--- src/rtl/ucode_acc_cpu.sv ---
module ucode_acc_cpu #(
  parameter int AW        = 11,
  parameter int OPW       = 4,
  parameter int RESET_PC  = 32,
  parameter int SAVE_ADDR = 0,
  parameter int ISR_ADDR  = 16
) (
  input  logic                  clk,
  input  logic                  rst_n,
  input  logic                  irq,
  input  logic [OPW+AW:0]       mem_rdata,
  output logic [AW-1:0]         mem_addr,
  output logic [OPW+AW:0]       mem_wdata,
  output logic                  mem_rd,
  output logic                  mem_wr,
  output logic [AW-1:0]         pc_o,
  output logic [OPW+AW:0]       acc_o,
  output logic [OPW+AW:0]       ir_o,
  output logic                  int_en,
  output logic [1:0]            grp_o,
  output logic [1:0]            stp_o
);
  localparam int DW = OPW + AW + 1;
  localparam logic [1:0] G_FET = 2'd0, G_IND = 2'd1, G_EXE = 2'd2, G_INT = 2'd3;
  localparam logic [OPW-1:0] OP_LD = OPW'(1), OP_ST = OPW'(2), OP_ADD = OPW'(3),
                             OP_JMP = OPW'(4), OP_RTI = OPW'(5);

  logic [AW-1:0] pc, mar, mar_nx;
  logic [DW-1:0] mbr, ir, acc;
  logic [1:0]    grp, stp;
  logic          ie, pend;

  wire [OPW-1:0] opc   = ir[DW-1 -: OPW];
  wire [AW-1:0]  adr   = ir[AW-1:0];
  wire           s0    = (stp == 2'd0);
  wire           s1    = (stp == 2'd1);
  wire           s2    = (stp == 2'd2);
  wire           exe   = (grp == G_EXE);
  wire           rd_op = (opc == OP_LD) || (opc == OP_ADD) || (opc == OP_RTI);
  wire           take  = exe && s2 && pend && ie;

  always_comb begin
    mar_nx = mar;
    if (s0 && (grp == G_FET)) mar_nx = pc;
    else if (s0 && (grp == G_IND)) mar_nx = adr;
    else if (s0 && exe && (opc == OP_RTI)) mar_nx = AW'(SAVE_ADDR);
    else if (s0 && exe && (rd_op || opc == OP_ST)) mar_nx = adr;
    else if (s1 && (grp == G_INT)) mar_nx = AW'(SAVE_ADDR);
  end

  assign mem_rd    = s0 && ((grp == G_FET) || (grp == G_IND) || (exe && rd_op));
  assign mem_wr    = s2 && ((exe && opc == OP_ST) || (grp == G_INT));
  assign mem_addr  = mar_nx;
  assign mem_wdata = mbr;

  always_ff @(posedge clk) begin
    if (!rst_n) begin
      pc   <= AW'(RESET_PC);
      mar  <= '0;
      mbr  <= '0;
      ir   <= '0;
      acc  <= '0;
      grp  <= G_FET;
      stp  <= 2'd0;
      ie   <= 1'b1;
      pend <= 1'b0;
    end else begin
      mar  <= mar_nx;
      pend <= irq || (pend && !take);
      stp  <= s2 ? 2'd0 : stp + 2'd1;
      case (grp)
        G_FET: begin
          if (s1) begin
            mbr <= mem_rdata;
            pc  <= pc + AW'(1);
          end
          if (s2) begin
            ir  <= mbr;
            grp <= mbr[AW] ? G_IND : G_EXE;
          end
        end
        G_IND: begin
          if (s1) mbr <= mem_rdata;
          if (s2) begin
            ir[AW-1:0] <= mbr[AW-1:0];
            grp        <= G_EXE;
          end
        end
        G_EXE: begin
          if (s0 && opc == OP_JMP) pc <= adr;
          if (s1 && rd_op) mbr <= mem_rdata;
          if (s1 && opc == OP_ST) mbr <= acc;
          if (s2) begin
            if (opc == OP_LD)  acc <= mbr;
            if (opc == OP_ADD) acc <= acc + mbr;
            if (opc == OP_RTI) pc  <= mbr[AW-1:0];
            if (take) ie <= 1'b0;
            else if (opc == OP_RTI) ie <= 1'b1;
            grp <= take ? G_INT : G_FET;
          end
        end
        default: begin
          if (s0) mbr <= {{(DW-AW){1'b0}}, pc};
          if (s1) pc  <= AW'(ISR_ADDR);
          if (s2) grp <= G_FET;
        end
      endcase
    end
  end

  assign pc_o   = pc;
  assign acc_o  = acc;
  assign ir_o   = ir;
  assign int_en = ie;
  assign grp_o  = grp;
  assign stp_o  = stp;
endmodule

--- config.mk ---
export PLATFORM = sky130hd
export DESIGN_NAME = ucode_acc_cpu
export DESIGN_NICKNAME = d
export VERILOG_FILES = /design/src/rtl/ucode_acc_cpu.sv
export SDC_FILE = /design/constraint.sdc
export NUM_CORES = 1
export LEC_CHECK = 0
export BUFFER_PORTS_ARGS = -buffer_cell sky130_fd_sc_hd__buf_2
export CORE_MARGIN = 2
export CORE_UTILIZATION = 40
export CTS_CLUSTER_DIAMETER = 50
export CTS_CLUSTER_SIZE = 16
export DETAILED_ROUTE_END_ITERATION = 8
export PLACE_DENSITY = 0.6
export SLEW_MARGIN = 0
export SYNTH_ARGS = -nofsm -noshare
export SYNTH_HDL_FRONTEND = slang
export SYNTH_SLANG_ARGS = --single-unit
export TNS_END_PERCENT = 5
--- constraint.sdc ---
create_clock -name clk -period 7.3 [get_ports clk]
set_clock_uncertainty 0.15 [all_clocks]
set_input_delay 0.365 -clock clk [delete_from_list [all_inputs] [get_ports clk]]
set_output_delay 0.365 -clock clk [all_outputs]
set_load 0.02 [all_outputs]
# Word-level counts from Yosys, hierarchy flattened
# Cells that the tools add are included.
# W data, S select, Z words.
[classes] addsub=3 n_eq_ne=15 n_mux=30 n_bitwise=2 n_reduce_logical=40
[op_table] operator="$mux W11" n=12
[op_table] operator="$mux W16" n=6
[op_table] operator="$pmux W11 S3" n=1
[op_table] operator="$pmux W16 S2" n=1
[op_table] operator="$pmux W11 S2" n=1
[op_table] operator="$logic_and A1 B1 Y1" n=17
[op_table] operator="$add A16 B16 Y16" n=1
[op_table] operator="$reduce_and A3 Y1" n=5
[op_table] operator="$mux W2" n=6
[op_table] operator="$add A11 B1 Y11 const B" n=1
[op_table] operator="$eq A4 B2 Y1 const B" n=2
[op_table] operator="$eq A4 B3 Y1 const B" n=2
[op_table] operator="$reduce_bool A2 Y1" n=4
[op_table] operator="$logic_or A1 B1 Y1" n=7
[op_table] operator="$eq A2 B2 Y1 const B" n=3
[op_table] operator="$ne A2 B2 Y1 const B" n=3
[op_table] operator="$pmux W2 S3" n=1
[op_table] operator="$eq A2 B1 Y1 const B" n=2
[op_table] operator="$eq A4 B1 Y1 const B" n=1
[op_table] operator="$logic_not A2 Y1" n=2
[op_table] operator="$reduce_or A2 Y1" n=2
[op_table] operator="$ne A3 B1 Y1 const B" n=1
[op_table] operator="$reduce_bool A3 Y1" n=1
[op_table] operator="$add A2 B1 Y2 const B" n=1
[op_table] operator="other kinds (5)" n=7
[word_totals] register_bits=76 input_bits=19 out_inout_bits=77

# Depth between registers and ports, before layout
# Gate-level depths: netlist (run 1).
[depth] depth_word=9 mapped_depth=10 mapped_depth_nobuf=8

# Worst setup path after synthesis (run 1)
# OpenSTA, ideal clock, no wires.
[synth_path] path_type="register -> register" startpoint="reg mbr[0], in the netlist mem_wdata[0]" endpoint="reg acc[12], in the netlist acc_o[12]" setup_ns=0.101 arrival_ns=2.302 required_ns=7.049 path_slack_ns=4.747 path_stages_with_launch=9 n_path_buf=0 path_cell_list="dfxtp_1 ha_1 fa_1 a211oi_1 o21ai_1 a31oi_1 o21bai_1 and3_1 o41ai_1"
[synth_via] elab_chain_cells=2
[synth_rtl] element="start: declaration" line_no="29" rtl="logic [DW-1:0] mbr, ir, acc;"
[synth_rtl] element="start signal: assignment" line_no="74" rtl="mbr <= mem_rdata;"
[synth_rtl] element="start signal: assignment" line_no="83" rtl="if (s1) mbr <= mem_rdata;"
[synth_rtl] element="start signal: assignment" line_no="91" rtl="if (s1 && rd_op) mbr <= mem_rdata;"
[synth_rtl] element="$add A16 B16 Y16" line_no="95" rtl="if (opc == OP_ADD) acc <= acc + mbr;"
[synth_rtl] element="$mux W16" line_no="95"
[synth_rtl] element="end signal: assignment" line_no="94" rtl="if (opc == OP_LD) acc <= mbr;"
[synth_rtl] element="end signal: assignment" line_no="95"
[synth_rtl] element="end: declaration" line_no="29"
# Every way passes these cells.
# A chain may end at the register's enable or synchronous reset.

# Worst setup path after layout (run 1)
[layout_path] startpoint="reg grp[0], in the netlist grp_o[0]" endpoint="out mem_addr[9]"
[layout_via] elab_chain_cells=7
[layout_rtl] element="start: declaration" line_no="30" rtl="logic [1:0] grp, stp;"
[layout_rtl] element="start signal: assignment" line_no="79" rtl="grp <= mbr[AW] ? G_IND : G_EXE;"
[layout_rtl] element="start signal: assignment" line_no="99" rtl="grp <= take ? G_INT : G_FET;"
[layout_rtl] element="$eq A2 B2 Y1 (on tied branches)" line_no="48, 38"
[layout_rtl] element="$logic_and A1 B1 Y1 (on tied branches)" line_no="48, 46, 47"
[layout_rtl] element="$mux W11 or $logic_and A1 B1 Y1 (tied branches)" line_no="48, 47"
[layout_rtl] element="$mux W11" line_no="47" rtl="else if (s0 && exe && (rd_op || opc == OP_ST)) mar_nx = adr;"
[layout_rtl] element="$mux W11" line_no="46" rtl="else if (s0 && exe && (opc == OP_RTI)) mar_nx = AW'(SAVE_ADDR);"
[layout_rtl] element="$mux W11" line_no="45" rtl="else if (s0 && (grp == G_IND)) mar_nx = adr;"
[layout_rtl] element="$mux W11 *" line_no="44" rtl="if (s0 && (grp == G_FET)) mar_nx = pc;"
[layout_rtl] element="end: declaration" line_no="12" rtl="output logic [AW-1:0] mem_addr,"
# Mark *: on every way between the ends. The rest lies on a longest branch, timed or not.

==> results of run 1 <==
flip-flops by register name, summed over array words and instances (netlist names):
| signal | cells |
|---|---|
| acc_o | 16 |
| mar | 11 |
| pend | 1 |
| ir_o | 16 |
| mem_wdata | 16 |
| grp_o | 2 |
| pc_o | 11 |
| int_en | 1 |
| stp_o | 2 |
final cells by class:
type / instances / area [µm²] / area share (%)
Timing Repair Buffer: 99 / 505 / 8.86
Tap cell: 147 / 184 / 3.22
Multi-Input combinational cell: 484 / 3110 / 54.4
Clock inverter: 5 / 60.1 / 1.05
Clock buffer: 11 / 253 / 4.43
Sequential cell: 76 / 1520 / 26.7
Inverter: 21 / 78.8 / 1.38
worst max-delay path, delay by kind of cell, from the launching register on:
family / cells / cell delay (ns)
simple gates: 1 / 0.58
compound gates: 1 / 0.26
flops: 1 / 0.80
buf+inv: 2 / 0.85
path summary, 6_finish.rpt:
| check | to | from | cells past startpoint |
|---|---|---|---|
| worst max-delay path | mem_addr[9] | grp_o[0]$_SDFFE_PN0N_ | 4 |
| worst min-delay path | pend$_SDFF_PN0_ | irq | 3 |
| worst max register to register | acc_o[12]$_SDFFE_PN0P_ | mem_wdata[0]$_SDFFE_PN0P_ | 8 |
| worst min register to register | stp_o[0]$_SDFF_PP0_ | stp_o[0]$_SDFF_PP0_ | 1 |
cell families (layout without fill, tap and decap cells):
logic type | after synthesis | in the layout | share of synthesized area, %
mux | 28 | 28 | 5.70
xor+xnor | 9 | 9 | 1.60
flops | 76 | 76 | 31.0
simple gates | 201 | 201 | 19.3
buf+inv | 69 | 136 | 5.98
fa+ha+maj | 20 | 20 | 5.24
compound gates | 226 | 226 | 31.2
where the power goes:
part	internal, µW	leakage, µW	total (µW)	switching (µW)
logic	115	0.00174	326	210
registers	443	0.000616	497	53.9
clock network	284	0.000152	470	186
cells in the mapped netlist (7+ instances only):
cell type	instances
a211o_1	11
a211oi_1	7
a21boi_0	25
a21boi_1	11
a21oi_1	48
a22o_1	7
and2_1	10
and3_1	9
buf_2	10
clkbuf_1	33
dfxtp_1	76
ha_1	19
inv_1	20
mux2i_1	28
nand2_1	93
nand3_1	20
nor2_1	30
nor2b_1	8
nor3_1	9
o211ai_1	7
o21ai_0	21
o21ai_1	13
o221ai_1	10
o22ai_1	24
xnor2_1	7
per-layer routing:
metal	vias up	global-route usage, %	routed length, µm
met5	-	0	0
li1	2412	-	-
met2	165	38.1	7330
met3	21	5.90	845
met1	2404	31.7	7030
met4	0	4.98	150
cell usage in the layout (no fill, tap or decap), types with 10 or more instances in the layout:
master,n
buf_2,95
nand2_1,93
dfxtp_1,76
a21oi_1,48
nor2_1,30
mux2i_1,28
a21boi_0,25
o22ai_1,24
o21ai_0,21
inv_1,20
nand3_1,20
ha_1,19
o21ai_1,13
a211o_1,11
a21boi_1,11
and2_1,10
o221ai_1,10
metrics by stage:
stage | setup slack, ns | total power, µW
2_1_floorplan | 4.75 | 724
3_3_place_gp | 4.42 | 822
3_5_place_dp | 4.32 | 829
4_1_cts | 3.94 | 1300
5_1_grt | 3.67 | 1350
6_report | 3.94 | 1290
==> results.toml, run 1 <==
[status]
outcome = "finished, final reports clean"

[yosys]
synthDistinctLibCells = 58
synth.area.top_cells = "dfxtp_1, nand2_1, mux2i_1, a21oi_1, ha_1"
synthDominantAreaCellType = "dfxtp_1"
dominantRegCellSynth = "dfxtp_1"
synthDominantCellAreaShare_pct = 31.0
syn-instance-count = 629
synth.yosys.warnings = 0
synth_seq_area_share_pct = 31.0
syn-mean-instance-area_um2 = 7.81
ys_ff_latch = 76
netlist_area_um2 = 4910
synthesis.nets = 668
post_synthesis_async_set_or_reset_flop_share_pct = 0
synth-edff-count = 0

[global_route]
first_global_vias = 4619
total_grt_overflow = 0
grt_util_all_layers_pct = 23.5
grt_max_degree = 84
antenna_found_initial = 0
grt_first_pass_wirelength_mm = 24.5

[timing]
fin_crit_ns = 3.36
timing_hold_violations_final = 0
tightest_slew_ns = 0.901
maxClockFrequency_mhz = 298
totalNegativeSetupSlack_ns = 0
final_min_period_over_clock_period_pct = 46.0
setup_viol_count_final = 0
holdWs_ns = 0.117
setup_repair_after_global_routing_missed_its_margin = "no"
report.final.slew_viol_count = 0
max_slew_margin_pct = 39.8

[setup_path]
worst-r2r-setup-slack_ns = 4.45
crit_type = "flip-flop to output port"
setup.worst_path.end_class = "output port"
worstPathRequired_ns = 6.78
largest_stage_delay_on_the_critical_path_ns = 0.80
cp_cell_sequence = "clkinv_1 > nand3_1 > a22o_1 > buf_2"
setup.worst_path.start_class = "flip-flop"
crit_path_top_delay_cell = "dfxtp_1"
worst-endpoint-arrival_ns = 2.84
timing.critical_path.fanout_max = 21

[clock_tree]
cts_resized = 0
post_cts.repair.setup_buffers = 0
numClockSinks = 76
maximum_clock_insertion_buffer_count = 2
clkTransAtPathRegs_ns = 0.06
clk-insertion-delay-late_ns = 0.35
cts_inserted_buffers = 9
holdBufCountCts = 0
htree_levels = 3
clock_tree_from_tritoncts = "done"
root_buffer = "clkbuf_16"

[detailed_routing]
routed_wirelength_mm = 15.4
drc = 0
first_iter_violations = 344
route.vias.total = 5002
route.detailed.vias_per_inst = 5.93
drt-pass1-iter-count = 7
avg_wl_per_cell_um = 18.2
antenna_left = 0

[finish]
finalInstanceArea_um2 = 5710
finalCoreUtilization_pct = 47.5
drive_above_1_share_pct = 17.4
design.final.nets = 730
fillers = 1223
syn_to_final_growth_pct = 16.1
num_antenna_cells = 0
final-instance-count-excl-fill = 843

[placement]
routabilityCongestion = 0.881
detailedPlacementHpwl_mm = 10.9
placed_cells = 827
port_buffers = 95
detailed_place.area_um2 = 5400

[min_path]
hold_path_class = "input port to flip-flop"

[pwr]
max-vdd-ir-drop_mv = 0.110
total_leakage_power_uw = 0.00251
p_per_area_nw_per_um2 = 226

[floorplan]
floorplan.die_area_um2 = 13200
design.portCount = 96
die_width_um = 115
design.core.area_um2 = 12000
count_of_standard_cell_rows = 40
die_height_um = 115
start_util_pct = 40.9

[job]
cap_violations = 0
(Power assumes the default switching activity.)
==> run 2: changes to the inputs <==
==> constraint.sdc (replaced) <==
create_clock -name clk -period 3.2 [get_ports clk]
set_clock_uncertainty 0.15 [all_clocks]
set_input_delay 0.16 -clock clk [delete_from_list [all_inputs] [get_ports clk]]
set_output_delay 0.16 -clock clk [all_outputs]
set_load 0.02 [all_outputs]
==> run 2 against run 1 <==
Effect of this change:
- die area unchanged
- non-clock buffer count grew 11
- largest cell class unchanged
- critical path depth increased by 4
- worst setup slack worse by 3.5 ns
- clock power grew 120%
- wire length rose by 1.1%
- combinational power is 140% higher
- critical path type is now flip-flop to flip-flop
- highest routed layer unchanged
==> results.toml, run 2 (same netlist as run 1, synthesis figures left out) <==
[clock_tree]
numClockSinks = 76
clock_tree_from_tritoncts = "done"
clkTransAtPathRegs_ns = 0.06
maximum_clock_insertion_buffer_count = 2
root_buffer = "clkbuf_16"
cts_inserted_buffers = 9
htree_levels = 3
post_cts.repair.setup_buffers = 0
clk-insertion-delay-late_ns = 0.34

[floorplan]
count_of_standard_cell_rows = 40
die_height_um = 115
die_width_um = 115
design.portCount = 96
design.core.area_um2 = 12000
start_util_pct = 40.9
floorplan.die_area_um2 = 13200

[timing]
final_min_period_over_clock_period_pct = 86.8
setup_repair_after_global_routing_missed_its_margin = "no"
holdWs_ns = 0.0190
timing_hold_violations_final = 0
fin_crit_ns = 2.78
max_slew_margin_pct = 44.3
maxClockFrequency_mhz = 360
totalNegativeSetupSlack_ns = 0
setup_viol_count_final = 0
tightest_slew_ns = 0.836
report.final.slew_viol_count = 0

[finish]
most_frequent_cells_in_the_layout = "buf_2, nand2_1, dfxtp_1"
design.final.nets = 741
drive_above_1_share_pct = 18.5
num_antenna_cells = 0
syn_to_final_growth_pct = 17.7
finalCoreUtilization_pct = 48.1
layout_commonest_cell = "buf_2"

[setup_path]
crit_type = "flip-flop to flip-flop"
setup.worst_path.start_class = "flip-flop"
timing.critical_path.fanout_max = 6
worst-r2r-setup-slack_ns = 0.42
setup.worst_path.end_class = "flip-flop"
largest_stage_delay_on_the_critical_path_ns = 0.44
worstPathRequired_ns = 3.30
cp_cell_sequence = "ha_1 > fa_1 > a211oi_1 > o21ai_1 > a31oi_1 > o21bai_1 > and3_1 > o41ai_1"
worst-endpoint-arrival_ns = 2.88
crit_path_top_delay_cell = "fa_1"

[placement]
detailedPlacementHpwl_mm = 11.0
port_buffers = 95
routabilityCongestion = 0.891

[global_route]
grt_first_pass_wirelength_mm = 25.0
total_grt_overflow = 0
antenna_found_initial = 0
grt_util_all_layers_pct = 23.8
grt_max_degree = 47
first_global_vias = 4644

[status]
outcome = "finished, final reports clean"

[detailed_routing]
route.detailed.vias_per_inst = 5.85
avg_wl_per_cell_um = 18.2
routed_wirelength_mm = 15.5
drc = 0
drt-pass1-iter-count = 4
antenna_left = 0
route.vias.total = 4992
first_iter_violations = 402

[pwr]
max-vdd-ir-drop_mv = 0.217
p_per_area_nw_per_um2 = 508
total_leakage_power_uw = 0.00255

[job]
cap_violations = 0

[min_path]
hold_path_class = "input port to flip-flop"
[run 2: changes by cell type in the layout (fill, tap and decap cells not counted), sizes merged]
cell / previous run / this run
buf: 99 / 109
clkbuf: 11 / 10
dlygate4sd3: 0 / 1
clkinvlp: 1 / 2
[run 2: power by group]
part	total, µW	switching, µW	internal, µW	leakage (µW)
clock	1050	427	624	0.000144
combinational	772	498	274	0.00179
sequential	1120	106	1010	0.000616
total	2940	1030	1910	0.00255
[run 2: critical path, delay by kind of cell (launching register included)]
family                   cells  cell delay (ns)
flip-flops                   1             0.37
adder cells (fa/ha/maj)      2             0.71
AND/OR/NAND/NOR              1             0.19
AO/OA/AOI/OAI                5             1.26
[run 2: layout make-up]
cell class                      count  area, µm²
Fill cell                        1226       6230
Multi-Input combinational cell    484       3110
Sequential cell                    76       1520
Timing Repair Buffer              110        591
Clock buffer                       10        239
Tap cell                          147        184
Inverter                           21       78.8
Clock inverter                      6       63.8
[run 2: worst paths after layout]
kind | start | end | cells after the start
min | mem_rdata[14] | mem_wdata[14]$_SDFFE_PN0P_ | 3
min reg2reg | stp_o[0]$_SDFF_PP0_ | stp_o[0]$_SDFF_PP0_ | 1
max | mem_wdata[0]$_SDFFE_PN0P_ | acc_o[12]$_SDFFE_PN0P_ | 8
max reg2reg | mem_wdata[0]$_SDFFE_PN0P_ | acc_o[12]$_SDFFE_PN0P_ | 8
[run 2: per-stage QoR]
stage               total power, µW  cell area [µm²]  cells  worst slack (ns)
floorplan                      1650             4910    629             0.647
global placement               1890             5470    837             0.526
detailed placement             1900             5470    837             0.482
CTS                            2950             5780    854             0.428
global route                   3080             5780    854             0.133
finish                         2940             5780    854             0.422
[run 2: layer usage]
layer | track usage, % | share of wire (%) | wire (µm) | up-vias
met5 | 0 | 0 | 0 | -
met3 | 3.48 | 5.3 | 826 | 19
met4 | 8.43 | 1.9 | 297 | 0
li1 | - | - | - | 2436
met2 | 37.6 | 46 | 7150 | 157
met1 | 33.0 | 47 | 7260 | 2380
[run 2: what timing repair did]
action	4_1_cts	5_1_grt
hold endpoints to repair	1	0
hold buffers	1	0
resized for setup	0	0
==> run 3: changes to the inputs <==
--- a/config.mk
+++ b/config.mk
@@ -8,6 +8,7 @@
 export BUFFER_PORTS_ARGS = -buffer_cell sky130_fd_sc_hd__buf_2
 export CORE_MARGIN = 2
 export CORE_UTILIZATION = 40
+export CTS_BUF_LIST = sky130_fd_sc_hd__clkbuf_2
 export CTS_CLUSTER_DIAMETER = 50
 export CTS_CLUSTER_SIZE = 16
 export DETAILED_ROUTE_END_ITERATION = 8
==> run 3 against run 2 <==
Effect of this change:
- sequential cell count stayed put
- sequential share of layout area rose by 0.091 points
- power fell by 16%
- critical path type is now flip-flop to output port
- largest power group unchanged
- global-route usage up 0.32 points
- sequential power hardly changed
==> results.toml, run 3 (same netlist as run 1, synthesis figures left out) <==
[status]
outcome = "finished, final reports clean"

[placement]
routabilityCongestion = 0.891
dp_worst_setup_slack_ns = 0.482
port_buffers = 95
detailedPlacementHpwl_mm = 11.0

[finish]
syn_to_final_growth_pct = 17.3
layout.area.seq_um2 = 1520
multi_input_comb_area_um2 = 3110
design.final.nets = 758
num_antenna_cells = 0
finalCoreUtilization_pct = 48.0
most_frequent_cells_in_the_layout = "buf_2, nand2_1, dfxtp_1"
fillers = 1233
drive_above_1_share_pct = 18.0
layout_commonest_cell = "buf_2"

[global_route]
antenna_found_initial = 0
grt_util_all_layers_pct = 24.1
grt_first_pass_wirelength_mm = 25.3
grt_max_degree = 47
total_grt_overflow = 0
first_global_vias = 4712

[setup_path]
crit-reg2reg-capture = "acc_o[12]$_SDFFE_PN0P_"
setup.worst_path.end_class = "output port"
worstPathRequired_ns = 2.89
worst-endpoint-arrival_ns = 2.70
largest_stage_delay_on_the_critical_path_ns = 0.55
timing.critical_path.fanout_max = 12
crit_path_top_delay_cell = "nand3_1"
cp_cell_sequence = "inv_1 > ha_1 > nand3_1 > nand2_1 > mux2i_1 > a22o_1 > buf_2"
worst_r2r_startpoint = "mem_wdata[0]$_SDFFE_PN0P_"
worst-r2r-setup-slack_ns = 0.38
worst_r2r_path_depth = 8
crit_type = "flip-flop to output port"
setup.worst_path.start_class = "flip-flop"

[timing]
tightest_slew_ns = 0.831
timing_hold_violations_final = 0
report.final.slew_viol_count = 0
fin_crit_ns = 3.01
setup_repair_after_global_routing_missed_its_margin = "no"
max_slew_margin_pct = 44.6
totalNegativeSetupSlack_ns = 0
setup_slack_ns = 0.187
maxClockFrequency_mhz = 332
final_min_period_over_clock_period_pct = 94.1
setup_viol_count_final = 0

[clock_tree]
cts_inserted_buffers = 9
root_buffer = "clkbuf_2"
cts_resized = 0
clock_tree_from_tritoncts = "done"
htree_levels = 3
numClockSinks = 76
clkTransAtPathRegs_ns = 0.19
clk-insertion-delay-late_ns = 0.59
maximum_clock_insertion_buffer_count = 2

[pwr]
max-vdd-ir-drop_mv = 0.166
p_per_area_nw_per_um2 = 427
total_power_uw = 2460
total_leakage_power_uw = 0.00255

[detailed_routing]
first_iter_violations = 420
drt-pass1-iter-count = 4
antenna_left = 0
avg_wl_per_cell_um = 18.0
drc = 0
route.vias.total = 5065
route.detailed.vias_per_inst = 5.82
routed_wirelength_mm = 15.7

[floorplan]
die_width_um = 115
die_height_um = 115
design.portCount = 96
floorplan.die_area_um2 = 13200
count_of_standard_cell_rows = 40
start_util_pct = 40.9
design.core.area_um2 = 12000

[min_path]
hold_path_class = "input port to flip-flop"
holdPathStages = 4
whs_endpoint = "pend$_SDFF_PN0_"
hold_start = "irq"

[job]
cap_violations = 0
[run 3: cell types whose count changed in the layout (fill, tap and decap cells not counted), sizes merged]
| cell | before | now |
|---|---|---|
| clkinv | 4 | 5 |
| clkbuf | 10 | 9 |
| dlygate4sd3 | 1 | 18 |
[run 3: what timing repair did]
item / CTS / global route
endpoints found under the hold margin: 19 / 0
setup buffers: 0 / 0
hold buffers: 18 / 0
[run 3: layer usage]
layer  wire, µm  track usage [%]  share of wire, %  up-vias
met5          0                0                 0        -
met4        330             9.16               2.1        0
met3        799             3.37               5.1       24
met2       7210             38.4                46      149
met1       7350             33.1                47     2416
li1           -                -                 -     2476
[run 3: worst max-delay path: cells and delay by family, from the launching register on]
family | cells | cell delay, ns
AO/OA/AOI/OAI | 1 | 0.26
flip-flops | 1 | 0.37
adder cells (fa/ha/maj) | 1 | 0.39
buffers and inverters | 2 | 0.25
multiplexers | 1 | 0.09
AND/OR/NAND/NOR | 2 | 0.78
[run 3: power by group]
part           internal, µW  total (µW)  switching, µW
sequential             1010        1120            107
clock                   175         554            379
combinational           288         788            500
total                  1480        2460            986
[run 3: area by class of cell]
type / instances / area share, %
Timing Repair Buffer: 127 / 13.2
Inverter: 21 / 1.37
Sequential cell: 76 / 26.4
Clock inverter: 7 / 1.17
Multi-Input combinational cell: 484 / 53.9
Tap cell: 147 / 3.19
Clock buffer: 9 / 0.782
[run 3: metrics by stage]
stage	std cells	instance area [µm²]	hold WS (ns)
6_report	871	5760	0.202
5_1_grt	871	5760	0.217
4_1_cts	871	5760	0.192
3_5_place_dp	837	5470	0.260
3_3_place_gp	837	5470	0.256
2_1_floorplan	629	4910	0.149
[run 3: how the worst max path moves through the flow]
| stage | startpoint | cells past startpoint | endpoint |
|---|---|---|---|
| final | stp_o[1]$_SDFF_PP0_ | 7 | mem_addr[9] |
| after global routing | stp_o[1]$_SDFF_PP0_ | 7 | mem_addr[9] |
| after CTS | stp_o[1]$_SDFF_PP0_ | 7 | mem_addr[9] |
| after detailed placement | mem_wdata[0]$_SDFFE_PN0P_ | 8 | acc_o[12]$_SDFFE_PN0P_ |
| after global placement | mem_wdata[0]$_SDFFE_PN0P_ | 8 | acc_o[12]$_SDFFE_PN0P_ |
| after floorplan | mem_wdata[0]$_SDFFE_PN0P_ | 8 | acc_o[12]$_SDFFE_PN0P_ |
